--- src/rtl/byte_cpu_pkg.sv ---
package byte_cpu_pkg;
  localparam int INS_W = 8;
  localparam int OP_W  = 3;
  localparam int RIDX_W = 2;
  localparam int FLD_W = 3;

  typedef enum logic [OP_W-1:0] {
    OP_HALT  = 3'b000,
    OP_LOAD  = 3'b001,
    OP_MOV   = 3'b010,
    OP_ADD   = 3'b011,
    OP_SUB   = 3'b100,
    OP_PRINT = 3'b101,
    OP_RSV6  = 3'b110,
    OP_RSV7  = 3'b111
  } opcode_e;

  typedef enum logic [2:0] {
    ST_IDLE,
    ST_FETCH,
    ST_EXEC,
    ST_WB,
    ST_STOP
  } state_e;

  typedef struct packed {
    opcode_e               op;
    logic [RIDX_W-1:0]     dst;
    logic [FLD_W-1:0]      fld;
  } decoded_t;
endpackage

--- src/rtl/byte_cpu_decode.sv ---
module byte_cpu_decode
  import byte_cpu_pkg::*;
(
  input  logic [INS_W-1:0] ins_i,
  output decoded_t         dec_o,
  output logic             illegal_o
);
  always_comb begin
    dec_o.op  = opcode_e'(ins_i[7:5]);
    dec_o.dst = ins_i[4:3];
    dec_o.fld = ins_i[2:0];
  end

  assign illegal_o = (dec_o.op == OP_RSV6) || (dec_o.op == OP_RSV7);
endmodule

--- src/rtl/byte_cpu_alu.sv ---
module byte_cpu_alu
  import byte_cpu_pkg::*;
#(
  parameter int DATA_W = 8
) (
  input  opcode_e              op_i,
  input  logic [FLD_W-1:0]     fld_i,
  input  logic [DATA_W-1:0]    dst_val_i,
  input  logic [DATA_W-1:0]    src_val_i,
  output logic [DATA_W-1:0]    res_o,
  output logic                 we_o
);
  always_comb begin
    res_o = '0;
    we_o  = 1'b0;
    case (op_i)
      OP_LOAD: begin res_o = DATA_W'(fld_i);         we_o = 1'b1; end
      OP_MOV:  begin res_o = src_val_i;              we_o = 1'b1; end
      OP_ADD:  begin res_o = dst_val_i + src_val_i;  we_o = 1'b1; end
      OP_SUB:  begin res_o = dst_val_i - src_val_i;  we_o = 1'b1; end
      default: begin res_o = '0;                     we_o = 1'b0; end
    endcase
  end
endmodule

--- src/rtl/byte_cpu_regfile.sv ---
module byte_cpu_regfile #(
  parameter int DATA_W = 8,
  parameter int NREG   = 4,
  localparam int IDX_W = $clog2(NREG)
) (
  input  logic              clk_i,
  input  logic              rst_ni,
  input  logic              clr_i,
  input  logic              we_i,
  input  logic [IDX_W-1:0]  waddr_i,
  input  logic [DATA_W-1:0] wdata_i,
  input  logic [IDX_W-1:0]  raddr_a_i,
  output logic [DATA_W-1:0] rdata_a_o,
  input  logic [IDX_W-1:0]  raddr_b_i,
  output logic [DATA_W-1:0] rdata_b_o
);
  logic [DATA_W-1:0] q [NREG];

  for (genvar g = 0; g < NREG; g++) begin : g_reg
    always_ff @(posedge clk_i or negedge rst_ni) begin
      if (!rst_ni)                                 q[g] <= '0;
      else if (clr_i)                              q[g] <= '0;
      else if (we_i && (waddr_i == IDX_W'(g)))     q[g] <= wdata_i;
    end
  end

  assign rdata_a_o = q[raddr_a_i];
  assign rdata_b_o = q[raddr_b_i];
endmodule

--- src/rtl/byte_cpu_ctrl.sv ---
module byte_cpu_ctrl
  import byte_cpu_pkg::*;
#(
  parameter int DATA_W = 8,
  parameter int PC_W   = 8
) (
  input  logic                clk_i,
  input  logic                rst_ni,
  input  logic                start_i,
  input  opcode_e             op_i,
  input  logic [RIDX_W-1:0]   dst_i,
  input  logic                illegal_i,
  input  logic                alu_we_i,
  input  logic [DATA_W-1:0]   alu_res_i,
  input  logic [DATA_W-1:0]   dst_val_i,
  output logic [PC_W-1:0]     pc_o,
  output logic                rf_clr_o,
  output logic                rf_we_o,
  output logic [RIDX_W-1:0]   rf_waddr_o,
  output logic [DATA_W-1:0]   rf_wdata_o,
  output logic                out_valid_o,
  output logic [RIDX_W-1:0]   out_reg_o,
  output logic [DATA_W-1:0]   out_data_o,
  output logic                halted_o,
  output logic                illegal_o
);
  state_e              state_q;
  logic [PC_W-1:0]     pc_q;
  logic                wb_we_q;
  logic [RIDX_W-1:0]   wb_dst_q;
  logic [DATA_W-1:0]   wb_data_q;
  logic                ill_q;

  always_ff @(posedge clk_i or negedge rst_ni) begin
    if (!rst_ni) begin
      state_q     <= ST_IDLE;
      pc_q        <= '0;
      wb_we_q     <= 1'b0;
      wb_dst_q    <= '0;
      wb_data_q   <= '0;
      ill_q       <= 1'b0;
      out_valid_o <= 1'b0;
      out_reg_o   <= '0;
      out_data_o  <= '0;
    end else begin
      out_valid_o <= 1'b0;
      if (start_i) begin
        // restart outranks whatever is executing this cycle
        state_q <= ST_FETCH;
        pc_q    <= '0;
        ill_q   <= 1'b0;
        wb_we_q <= 1'b0;
      end else begin
        case (state_q)
          ST_FETCH: state_q <= ST_EXEC;
          ST_EXEC: begin
            pc_q      <= pc_q + 1'b1;
            wb_dst_q  <= dst_i;
            wb_data_q <= alu_res_i;
            wb_we_q   <= alu_we_i;
            if (illegal_i) begin
              ill_q   <= 1'b1;
              state_q <= ST_STOP;
            end else if (op_i == OP_HALT) begin
              state_q <= ST_STOP;
            end else begin
              state_q <= ST_WB;
              if (op_i == OP_PRINT) begin
                out_valid_o <= 1'b1;
                out_reg_o   <= dst_i;
                out_data_o  <= dst_val_i;
              end
            end
          end
          ST_WB: begin
            state_q <= ST_FETCH;
            wb_we_q <= 1'b0;
          end
          default: state_q <= state_q;
        endcase
      end
    end
  end

  assign pc_o       = pc_q;
  assign rf_clr_o   = start_i;
  assign rf_we_o    = (state_q == ST_WB) && wb_we_q;
  assign rf_waddr_o = wb_dst_q;
  assign rf_wdata_o = wb_data_q;
  assign halted_o   = (state_q == ST_STOP);
  assign illegal_o  = ill_q;
endmodule

--- src/rtl/byte_cpu.sv ---
module byte_cpu
  import byte_cpu_pkg::*;
#(
  parameter int DATA_W = 8,
  parameter int PC_W   = 8,
  parameter int NREG   = 4
) (
  input  logic              clk_i,
  input  logic              rst_ni,
  input  logic              start_i,
  output logic [PC_W-1:0]   imem_addr_o,
  input  logic [INS_W-1:0]  imem_rdata_i,
  output logic              out_valid_o,
  output logic [RIDX_W-1:0] out_reg_o,
  output logic [DATA_W-1:0] out_data_o,
  output logic              halted_o,
  output logic              illegal_o
);
  decoded_t            dec;
  logic                dec_ill;
  logic [DATA_W-1:0]   dst_val, src_val, alu_res;
  logic                alu_we;
  logic                rf_clr, rf_we;
  logic [RIDX_W-1:0]   rf_waddr;
  logic [DATA_W-1:0]   rf_wdata;

  byte_cpu_decode u_dec (
    .ins_i     (imem_rdata_i),
    .dec_o     (dec),
    .illegal_o (dec_ill)
  );

  byte_cpu_regfile #(.DATA_W(DATA_W), .NREG(NREG)) u_rf (
    .clk_i     (clk_i),
    .rst_ni    (rst_ni),
    .clr_i     (rf_clr),
    .we_i      (rf_we),
    .waddr_i   (rf_waddr),
    .wdata_i   (rf_wdata),
    .raddr_a_i (dec.dst),
    .rdata_a_o (dst_val),
    .raddr_b_i (dec.fld[RIDX_W-1:0]),
    .rdata_b_o (src_val)
  );

  byte_cpu_alu #(.DATA_W(DATA_W)) u_alu (
    .op_i      (dec.op),
    .fld_i     (dec.fld),
    .dst_val_i (dst_val),
    .src_val_i (src_val),
    .res_o     (alu_res),
    .we_o      (alu_we)
  );

  byte_cpu_ctrl #(.DATA_W(DATA_W), .PC_W(PC_W)) u_ctrl (
    .clk_i       (clk_i),
    .rst_ni      (rst_ni),
    .start_i     (start_i),
    .op_i        (dec.op),
    .dst_i       (dec.dst),
    .illegal_i   (dec_ill),
    .alu_we_i    (alu_we),
    .alu_res_i   (alu_res),
    .dst_val_i   (dst_val),
    .pc_o        (imem_addr_o),
    .rf_clr_o    (rf_clr),
    .rf_we_o     (rf_we),
    .rf_waddr_o  (rf_waddr),
    .rf_wdata_o  (rf_wdata),
    .out_valid_o (out_valid_o),
    .out_reg_o   (out_reg_o),
    .out_data_o  (out_data_o),
    .halted_o    (halted_o),
    .illegal_o   (illegal_o)
  );
endmodule

--- config.mk ---
export PLATFORM = sky130hd
export DESIGN_NAME = byte_cpu
export DESIGN_NICKNAME = d
export VERILOG_FILES = /design/src/rtl/byte_cpu_pkg.sv /design/src/rtl/byte_cpu_decode.sv /design/src/rtl/byte_cpu_alu.sv /design/src/rtl/byte_cpu_regfile.sv /design/src/rtl/byte_cpu_ctrl.sv /design/src/rtl/byte_cpu.sv
export SDC_FILE = /design/constraint.sdc
export NUM_CORES = 1
export LEC_CHECK = 0
export CORE_MARGIN = 2
export CORE_UTILIZATION = 58
export CTS_CLUSTER_SIZE = 16
export DETAILED_ROUTE_END_ITERATION = 7
export PLACE_DENSITY = 0.77
export SYNTH_ARGS = -nofsm -noshare
export SYNTH_HDL_FRONTEND = slang
export SYNTH_SLANG_ARGS = --single-unit
--- constraint.sdc ---
create_clock -name clk_i -period 3.24 [get_ports clk_i]
set_input_delay 0.648 -clock clk_i [delete_from_list [all_inputs] [get_ports clk_i]]
set_output_delay 0.648 -clock clk_i [all_outputs]
set_load 0.01 [all_outputs]
==> metrics.cfg, run 1 <==
[grt]
grt_overflow=0
grt_max_degree=46
grt_pass1_wl_mm=15.0
grt_antenna_before_repair=0
grt_use_total=0.278
grt_pass1_vias=2909

[sta]
finalCritPeriodShare=0.985
post-route-min-period_ns=3.19
final_max_slew_viol_count=0
slew_headroom=0.355
tightest_slew_ns=0.962
finalSetupViolCount=0
fin_skew_ns=0.0112
rsz0062_at_grt=yes
finalHoldViolCount=0
layout_setup_ws_ns=0.0484
clock.fmax_mhz=313

[hold_path]
worst_hold_path_type=input pin to asynchronous set/reset pin

[drt]
viasPerCell=6.01
drt-wirelength-per-cell_um=19.0
final_antenna_net_count=0
drc=0
vias=2831
drtPass1Iterations=4
drt_iter0_drc=183
wl_mm=8.96

[finish]
final_common_cell=dfrtp_1
antenna_cells=0
design_area_um2=4600
finish.utilization=0.764
nets=412
mostFrequentLayoutCells=dfrtp_1 (66), nor2_1 (57), buf_4 (36)
syn2layout_area_growth_pct=25.7
fin_cells=471
fill_cells=399
drive_gt1_frac=0.273

[critical_path]
regToRegSetupSlack_ns=0.32
r2r_end=u_ctrl.rf_wdata_o[5]
worstPathRequired_ns=3.51
worstSetupStartpointType=input pin
critPathLaunch=imem_rdata_i[0]
reg2reg_from=u_rf.q[25]
endpoint_kind=flop
cp_max_fo=5
critical_path_class=input pin to flop
r2r_cells=10
crit_arrival_ns=3.46
crit_end=u_ctrl.rf_wdata_o[5]

[cts]
clk_latency_ns=0.35
htreeDepth=3
root_buffer=clkbuf_8
numCtsBuffers=9
cts_tree=done
cts_hold_buf=0
cts_buffer_depth=2
clk_pin_slew_worst_paths_ns=0.08
cts.sinks=66

[outcome]
run_status=finished, final reports clean

[synth]
yosysTopAreaCell=dfrtp_1
ys_types=47
synthMuxAreaShare=0.231
yosys.area_share.simple=0.130
synthesis.nets=348
async_reset_ff_frac=1.00
ys_seq_area_frac=0.451
synth_top_family_by_area=multiplexers
syn_area_um2=3660
synth-compound-area-share=0.0752
synth_fa_ha_area_frac=0.0362
synth_warnings=0
synth_area_leaders=dfrtp_1 (45%), mux4_2 (9.8%), mux2i_1 (9.3%), nor2_1 (5.8%), mux2_2 (4.0%)
synth_edf_count=0
synth_cells=327
synth_xor_area_frac=0.0468
ys_ff_latch=66
synth-main-ff-cell=dfrtp_1
synth_area_per_cell_um2=11.2
synth.top_cell.area_share=0.451

[power_and_ir_drop]
p_sw_frac=0.290
seq_power_share=0.510
vdd_ir_drop_max_uv=294
p_switching_w=0.000555
power_density_nw_per_um2=416
p_clk_frac=0.373
p_int_w=0.00136
leakage_nw=2.00
combPwrFrac=0.117

[place]
gp_congestion=0.890
dpl.hpwl_mm=6.02
portBuffers=31
dp_slack_ns=-0.631
dpl_cell_area_um2=4240
place_inst=447

[flow_run]
cap_violations=0

[floorplan]
num_io_pins=32
row_count=28
die_area_um2=6960
dieWidth_um=83.5
die_h_um=83.5
start_util=0.608
core-area_um2=6030

==> layout make-up <==
class,count,area (µm²),area share
multi-input cells,235,2010,0.436
repair buffers,70,616,0.134
well taps,75,93.8,0.0204
flip-flops and latches,66,1650,0.359
clock inverters,7,77.6,0.0169
clock buffers,9,124,0.0269
inverters,9,33.8,0.00734
==> logic make-up (layout without fill, tap and decap cells) <==
family / after synthesis / count (layout)
mux: 63 / 63
flops: 66 / 66
xor+xnor: 18 / 18
compound gates: 41 / 41
fa+ha+maj: 10 / 10
buf+inv: 26 / 95
simple gates: 103 / 103
==> synthesized netlist by cell type (all sizes together), types with 2 or more instances <==
master,number
a21oi,10
a22oi,3
and3,2
buf,5
clkbuf,12
dfrtp,66
ha,9
inv,8
mux2,13
mux2i,34
mux4,16
nand2,15
nand2b,6
nand3,6
nand4,2
nor2,58
nor3,3
nor3b,2
o21a,6
o21ai,9
o221ai,5
or3,3
xnor2,6
xor2,11
==> critical path, stage by stage <==
cell and delay, ns:
dlygate4sd2_1 0.21, buf_6 0.13, mux4_2 0.53, or3_4 0.43
buf_6 0.14, o31ai_4 0.24, xor2_1 0.20, ha_1 0.30
o31a_1 0.14, a211oi_1 0.28, a21oi_1 0.07, a21oi_1 0.15
==> power groups by stage <==
stage / clock network, W / logic, W / registers (W)
2_1_floorplan: 0 / 0.000134 / 0.000960
3_3_place_gp: 0 / 0.000214 / 0.000986
3_5_place_dp: 0 / 0.000220 / 0.000987
4_1_cts: 0.000725 / 0.000223 / 0.000974
5_1_grt: 0.000766 / 0.000248 / 0.000987
6_report: 0.000716 / 0.000225 / 0.000977
==> routing by layer <==
layer	GRT usage	vias to the layer above	wire (µm)	share of wire
met5	0	-	0	0
met4	0.101	0	276	0.031
met3	0.0584	28	508	0.057
met2	0.414	101	4090	0.46
met1	0.406	1407	4090	0.46
li1	-	1295	-	-
==> per-stage QoR <==
stage                     setup TNS [ns]  hold slack (ns)  power, W
final                                  0            0.293   0.00192
after global routing              -0.224            0.325   0.00200
after CTS                              0            0.308   0.00192
after detailed placement           -3.53            0.494   0.00121
after global placement             -3.08            0.485   0.00120
after floorplan                        0            0.352   0.00109
==> state kept, by name, summed over array words and instances (netlist names) <==
register,count
u_ctrl.illegal_o,1
u_ctrl.out_data_o,8
u_ctrl.out_reg_o,2
u_ctrl.out_valid_o,1
u_ctrl.pc_o,8
u_ctrl.rf_waddr_o,2
u_ctrl.rf_wdata_o,8
u_ctrl.state_q,3
u_ctrl.wb_we_q,1
u_rf.q,32
==> how the worst min path moves through the flow <==
stage                                      end  slack [ns]  depth (start not counted)
after floorplan               u_ctrl.illegal_o        0.35                          0
after global placement        u_ctrl.illegal_o        0.49                          2
after detailed placement   u_ctrl.out_reg_o[1]        0.49                          1
after CTS                           u_rf.q[21]        0.31                          1
after global routing                u_rf.q[31]        0.32                          1
final                     u_ctrl.out_data_o[0]        0.29                          1
==> timing repair <==
action	in CTS	in global routing
resized for setup	16	6
hold endpoints to repair	0	0
pin swaps	16	5
buffers inserted	7	1
cloned	0	0
endpoints found under the setup margin	6	6
Power figures use the tool's default switching activity.
==> run 2: changes to the inputs <==
HOLD_SLACK_MARGIN = 0.15   (was not set)
==> results of run 2 <==
No change in the layout: final DEF, timing and power equal those of run 1.
